## src/rtl/sci_rx_pkg.sv

```systemverilog
package sci_rx_pkg;

    localparam logic [1:0] ADDR_FMT  = 2'd0;
    localparam logic [1:0] ADDR_CTRL = 2'd1;
    localparam logic [1:0] ADDR_STAT = 2'd2;
    localparam logic [1:0] ADDR_DATA = 2'd3;

    // status byte layout, bit 0 first: rdrf, idle, ovr, nf, fe
    typedef struct packed {
        logic fe;
        logic nf;
        logic ovr;
        logic idle;
        logic rdrf;
    } rx_flags_t;

    typedef struct packed {
        logic [8:0] data;
        logic       nf;
        logic       fe;
    } rx_char_t;

    typedef enum logic {
        RX_WAIT = 1'b0,
        RX_BITS = 1'b1
    } rx_state_t;

endpackage

```

## src/rtl/sci_rx_sampler.sv

```systemverilog
module sci_rx_sampler
    import sci_rx_pkg::*;
#(
    parameter int OVERSAMPLE = 16
) (
    input  logic     clk,
    input  logic     rst_n,
    input  logic     enable,
    input  logic     nine_bit,
    input  logic     tick,
    input  logic     rxd,
    output logic     char_valid,
    output rx_char_t char_o,
    output logic     idle_evt
);
    localparam int CNT_W      = (OVERSAMPLE > 2) ? $clog2(OVERSAMPLE) : 1;
    localparam int MID        = OVERSAMPLE / 2;
    localparam int NORM_TICKS = 10 * OVERSAMPLE;
    localparam int WIDE_TICKS = 11 * OVERSAMPLE;
    localparam int IDLE_W     = $clog2(WIDE_TICKS + 1);

    typedef struct packed {
        rx_state_t         st;
        logic [CNT_W-1:0]  cnt;
        logic [3:0]        idx;
        logic [1:0]        samp;
        logic [8:0]        shreg;
        logic              noisy;
        logic              done;
        rx_char_t          chr;
        logic              armed;
        logic [IDLE_W-1:0] icnt;
        logic              ievt;
        logic              rxd_s;
    } smp_t;

    smp_t q, d;

    logic       maj, disagree;
    logic [3:0] stop_idx;
    logic [IDLE_W-1:0] idle_limit;

    always_comb begin
        maj        = (q.samp[1] & q.samp[0]) | (q.samp[1] & q.rxd_s) | (q.samp[0] & q.rxd_s);
        disagree   = !((q.samp[1] == q.samp[0]) && (q.samp[0] == q.rxd_s));
        stop_idx   = nine_bit ? 4'd10 : 4'd9;
        idle_limit = nine_bit ? IDLE_W'(WIDE_TICKS - 1) : IDLE_W'(NORM_TICKS - 1);

        d       = q;
        d.done  = 1'b0;
        d.ievt  = 1'b0;
        d.rxd_s = rxd;

        if (!enable) begin
            d.st    = RX_WAIT;
            d.cnt   = '0;
            d.idx   = '0;
            d.armed = 1'b0;
            d.icnt  = '0;
        end else if (tick) begin
            case (q.st)
                RX_WAIT: begin
                    if (!q.rxd_s) begin
                        d.st    = RX_BITS;
                        d.cnt   = CNT_W'(1);
                        d.idx   = '0;
                        d.noisy = 1'b0;
                        d.icnt  = '0;
                    end else if (q.armed) begin
                        if (q.icnt == idle_limit) begin
                            d.ievt  = 1'b1;
                            d.armed = 1'b0;
                            d.icnt  = '0;
                        end else begin
                            d.icnt = q.icnt + 1'b1;
                        end
                    end
                end
                RX_BITS: begin
                    if (q.cnt == CNT_W'(OVERSAMPLE - 1)) begin
                        d.cnt = '0;
                        d.idx = q.idx + 1'b1;
                    end else begin
                        d.cnt = q.cnt + 1'b1;
                    end
                    if (q.cnt == CNT_W'(MID - 1)) d.samp[1] = q.rxd_s;
                    if (q.cnt == CNT_W'(MID))     d.samp[0] = q.rxd_s;
                    if (q.cnt == CNT_W'(MID + 1)) begin
                        d.noisy = q.noisy | disagree;
                        if (q.idx == 4'd0) begin
                            if (maj) d.st = RX_WAIT;
                        end else if (q.idx == stop_idx) begin
                            d.done     = 1'b1;
                            d.chr.data = nine_bit ? q.shreg : {1'b0, q.shreg[8:1]};
                            d.chr.nf   = q.noisy | disagree;
                            d.chr.fe   = !maj;
                            d.st       = RX_WAIT;
                            d.armed    = 1'b1;
                            d.icnt     = '0;
                        end else begin
                            d.shreg = {maj, q.shreg[8:1]};
                        end
                    end
                end
                default: d.st = RX_WAIT;
            endcase
        end
    end

    always_ff @(posedge clk or negedge rst_n) begin
        if (!rst_n) q <= '0;
        else        q <= d;
    end

    assign char_valid = q.done;
    assign char_o     = q.chr;
    assign idle_evt   = q.ievt;

endmodule

```

## src/rtl/sci_rx_regs.sv

```systemverilog
module sci_rx_regs
    import sci_rx_pkg::*;
(
    input  logic       clk,
    input  logic       rst_n,
    input  logic       rd_en,
    input  logic       wr_en,
    input  logic [1:0] addr,
    input  logic [7:0] wdata,
    output logic [7:0] rdata,
    input  logic       char_valid,
    input  rx_char_t   char_i,
    input  logic       idle_evt,
    output logic       rx_en,
    output logic       rie,
    output logic       nine_bit,
    output rx_flags_t  flags,
    output logic       irq
);
    typedef struct packed {
        logic       nine;
        logic       r8;
        logic       rx_en;
        logic       rie;
        rx_flags_t  flg;
        rx_flags_t  cap;
        logic [7:0] data;
    } reg_t;

    reg_t q, d;
    logic stat_rd, data_rd;

    always_comb begin
        stat_rd = rd_en && (addr == ADDR_STAT);
        data_rd = rd_en && (addr == ADDR_DATA);
        d = q;

        if (wr_en) begin
            case (addr)
                ADDR_FMT:  d.nine = wdata[0];
                ADDR_CTRL: begin
                    d.rx_en = wdata[0];
                    d.rie   = wdata[1];
                end
                default: ;
            endcase
        end

        if (stat_rd) d.cap = q.flg;
        if (data_rd) begin
            d.flg = q.flg & ~q.cap;
            d.cap = '0;
        end
        if (idle_evt) d.flg.idle = 1'b1;
        if (char_valid) begin
            d.flg.ovr  = d.flg.ovr | d.flg.rdrf;
            d.flg.rdrf = 1'b1;
            d.flg.nf   = d.flg.nf | char_i.nf;
            d.flg.fe   = d.flg.fe | char_i.fe;
            d.data     = char_i.data[7:0];
            d.r8       = char_i.data[8];
            d.cap      = '0;
        end
    end

    always_ff @(posedge clk or negedge rst_n) begin
        if (!rst_n) q <= '0;
        else        q <= d;
    end

    always_comb begin
        case (addr)
            ADDR_FMT:  rdata = {q.r8, 6'b0, q.nine};
            ADDR_CTRL: rdata = {6'b0, q.rie, q.rx_en};
            ADDR_STAT: rdata = {3'b0, q.flg};
            default:   rdata = q.data;
        endcase
    end

    assign rx_en    = q.rx_en;
    assign rie      = q.rie;
    assign nine_bit = q.nine;
    assign flags    = q.flg;
    assign irq      = q.rie & (q.flg.rdrf | q.flg.ovr);

endmodule

```

## src/rtl/sci_rx_core.sv

```systemverilog
module sci_rx_core
    import sci_rx_pkg::*;
#(
    parameter int OVERSAMPLE = 16
) (
    input  logic       clk,
    input  logic       rst_n,
    input  logic       tick,
    input  logic       rxd,
    input  logic       rd_en,
    input  logic       wr_en,
    input  logic [1:0] addr,
    input  logic [7:0] wdata,
    output logic [7:0] rdata,
    output logic       irq
);
    logic      char_valid, idle_evt, rx_en, rie, nine_bit;
    rx_char_t  rx_char;
    rx_flags_t rx_flags;

    sci_rx_sampler #(.OVERSAMPLE(OVERSAMPLE)) u_sampler (
        .clk        (clk),
        .rst_n      (rst_n),
        .enable     (rx_en),
        .nine_bit   (nine_bit),
        .tick       (tick),
        .rxd        (rxd),
        .char_valid (char_valid),
        .char_o     (rx_char),
        .idle_evt   (idle_evt)
    );

    sci_rx_regs u_regs (
        .clk        (clk),
        .rst_n      (rst_n),
        .rd_en      (rd_en),
        .wr_en      (wr_en),
        .addr       (addr),
        .wdata      (wdata),
        .rdata      (rdata),
        .char_valid (char_valid),
        .char_i     (rx_char),
        .idle_evt   (idle_evt),
        .rx_en      (rx_en),
        .rie        (rie),
        .nine_bit   (nine_bit),
        .flags      (rx_flags),
        .irq        (irq)
    );

endmodule

```

## config.mk

```make
export PLATFORM = sky130hd
export DESIGN_NAME = sci_rx_core
export DESIGN_NICKNAME = d
export VERILOG_FILES = /design/src/rtl/sci_rx_pkg.sv /design/src/rtl/sci_rx_sampler.sv /design/src/rtl/sci_rx_regs.sv /design/src/rtl/sci_rx_core.sv
export SDC_FILE = /design/constraint.sdc
export NUM_CORES = 1
export LEC_CHECK = 0
export CORE_ASPECT_RATIO = 0.6
export CORE_UTILIZATION = 59
export DETAILED_ROUTE_END_ITERATION = 7
export PLACE_DENSITY_LB_ADDON = 0.12
export SETUP_SLACK_MARGIN = 0.3
export SLEW_MARGIN = 20
export SYNTH_ARGS = -nofsm -noshare
export SYNTH_HDL_FRONTEND = slang
export SYNTH_HIERARCHICAL = 1
export SYNTH_SLANG_ARGS = --single-unit
```

## constraint.sdc

```tcl
create_clock -name clk -period 2.2 [get_ports clk]
set_clock_uncertainty 0.05 [all_clocks]
set_input_delay 0.44 -clock clk [delete_from_list [all_inputs] [get_ports clk]]
set_output_delay 0.44 -clock clk [all_outputs]
set_load 0.05 [all_outputs]
```

==> metrics <==
status finished, final reports clean; TritonCTS clock tree yes; RSZ-0062 raised after global routing yes; Hold Path Class primary input to async pin; Root Driver clkbuf_8; WS Path Type register to output pin; Pre-Repair DR Iteration Count 4; met2 WL post-DR 3.04 mm; fin area 4120 sq um; PwrDens 655 nW/um^2; Worst Hold Slack 0.0432 ns; first-pass GRT wire length 10.9 mm; crit-path max FO 2; syn nets 336; GRT Residual Overflow 0; Placed Instances 397; Post-DP HPWL 4.50 mm; initial DRC count 95; DR top layer met4; I/O pin cnt 25; leakage power 1.89 nW; antenna viol nets, final 0; Worst Path Required 1.71 ns; Fin. Hold Viols 0; Nets 363; R2R Setup Slk 0.26 ns; clock-pin slew on the worst setup and hold paths 0.08 ns; area delta synth->final 18.8%; Die H 61.4 um; htree depth 3; FMAX 0.495 GHz; # diodes 0; Core Footprint 5620 sq um; IO Port Bufs 18; Period minus WS final 2.02 ns; Filler Cells Inserted 404; final wirelength 7.10 mm; clk_lat worst skew 0.34 ns; Total GRT Usage 24.1%; cell area after synthesis 3470 sq um; Worst EP arrival 1.53 ns; num rows 21; Power Total 2.70 mW; Avg Vias per Cell 5.77; worst slew pin tran 0.657 ns; Clock Sinks 66; Syn Inst Count 312; via count 2,448; YS warnings 6; vias in the first global route 2,178; maximum number of pins on one net before global-route repair 67; syn_area_per_cell 11.1 sq um; Peak VDD IR 0.466 mV; placed inst area 3750 sq um; share of layout cells above drive strength 1 30.8%; endpoint class of the critical path output pin; CTS Buf Count 9; # setup viols final 0; MaxCap Viol Count 0; routed length per instance 16.7 um; Die Wd 101 um; max_slew headroom 56.2%; clock buffer depth 2; gpl congestion 0.847; M1 WL 3.68 mm; WL met3 290 um; Final Util 73.3%; initial antenna violation count 0; Max Slew Vio Count 0; DRC 0; Final Cycle Share 91.9%; Non-Filler Instances 424; Initial Util 61.7%; die area 6200 sq um; CP startpoint kind register
==> worst max-delay path, cell delays in order, from the launching register on <==
cell and delay (ns):
dfrtp_1 0.42, buf_8 0.13, mux4_2 0.46, buf_8 0.17
==> flip-flops by register name (all words and copies together) (netlist names) <==
register              cells
u_regs/flags              5
u_regs/rie                1
u_sampler/char_o         11
u_sampler/idle_evt        1
u_regs/q                 14
u_sampler/char_valid      1
u_sampler/q              31
u_regs/rx_en              1
u_regs/nine_bit           1
==> path summary, 6_finish.rpt <==
check | from | end | cells past startpoint
setup / recovery | u_regs/nine_bit$_DFFE_PN0P_ | rdata[0] | 3
hold / removal | rst_n | u_sampler/q[5]$_DFFE_PN0P_ | 2
setup reg to reg | u_regs/nine_bit$_DFFE_PN0P_ | u_sampler/char_o[0]$_DFFE_PN0P_ | 6
hold reg to reg | u_sampler/idle_evt$_DFF_PN0_ | u_regs/flags[1]$_DFFE_PN0P_ | 1
max in group asynchronous | rst_n | u_sampler/q[35]$_DFFE_PN0P_ | 2
min in group clk | u_sampler/idle_evt$_DFF_PN0_ | u_regs/flags[1]$_DFFE_PN0P_ | 1
==> where the power goes <==
part / switching, mW / internal [mW]
registers: 0.0318 / 1.23
logic: 0.163 / 0.134
clock network: 0.493 / 0.647
total: 0.688 / 2.01
==> metal layers <==
metal,GRT usage (%),up-vias
li1,-,1177
met3,6.70,8
met4,7.45,0
met2,35.7,41
met1,34.8,1222
met5,0,-
==> timing repair <==
item                                    in CTS  in global routing
hold buffers                                 0                  0
gates resized for setup                     14                 12
cloned                                       1                  2
buffers inserted                             4                  4
pin swaps                                    2                  3
endpoints found under the setup margin      27                 34
==> final cells by class <==
cell class | instances | area (sq um) | area share (%)
clock buffers | 9 | 124 | 3.00
well taps | 80 | 100 | 2.43
multi-input cells | 205 | 1610 | 39.1
inverters | 14 | 52.6 | 1.27
clock inverters | 7 | 101 | 2.46
flip-flops and latches | 66 | 1650 | 40.1
repair buffers | 43 | 479 | 11.6
==> placed cells by master, fill, tap and decap left out, drive strengths merged, types with 7 or more instances in the layout <==
cell and count:
nand2 12, buf 33, nand3 17, dfrtp 66, o21ai 13, nand4 7, inv 16, ha 8
a21oi 20, nor2 17, mux2 23, clkbuf 11, mux2i 17
==> per-stage QoR <==
stage	setup slack, ns	setup TNS [ns]
after detailed placement	-0.0105	-0.0105
final	0.179	0
after CTS	0.168	0
after floorplan	0.226	0
after global routing	0.137	0
after global placement	0.0224	0
Note: power is estimated with default switching activity, not from simulation.
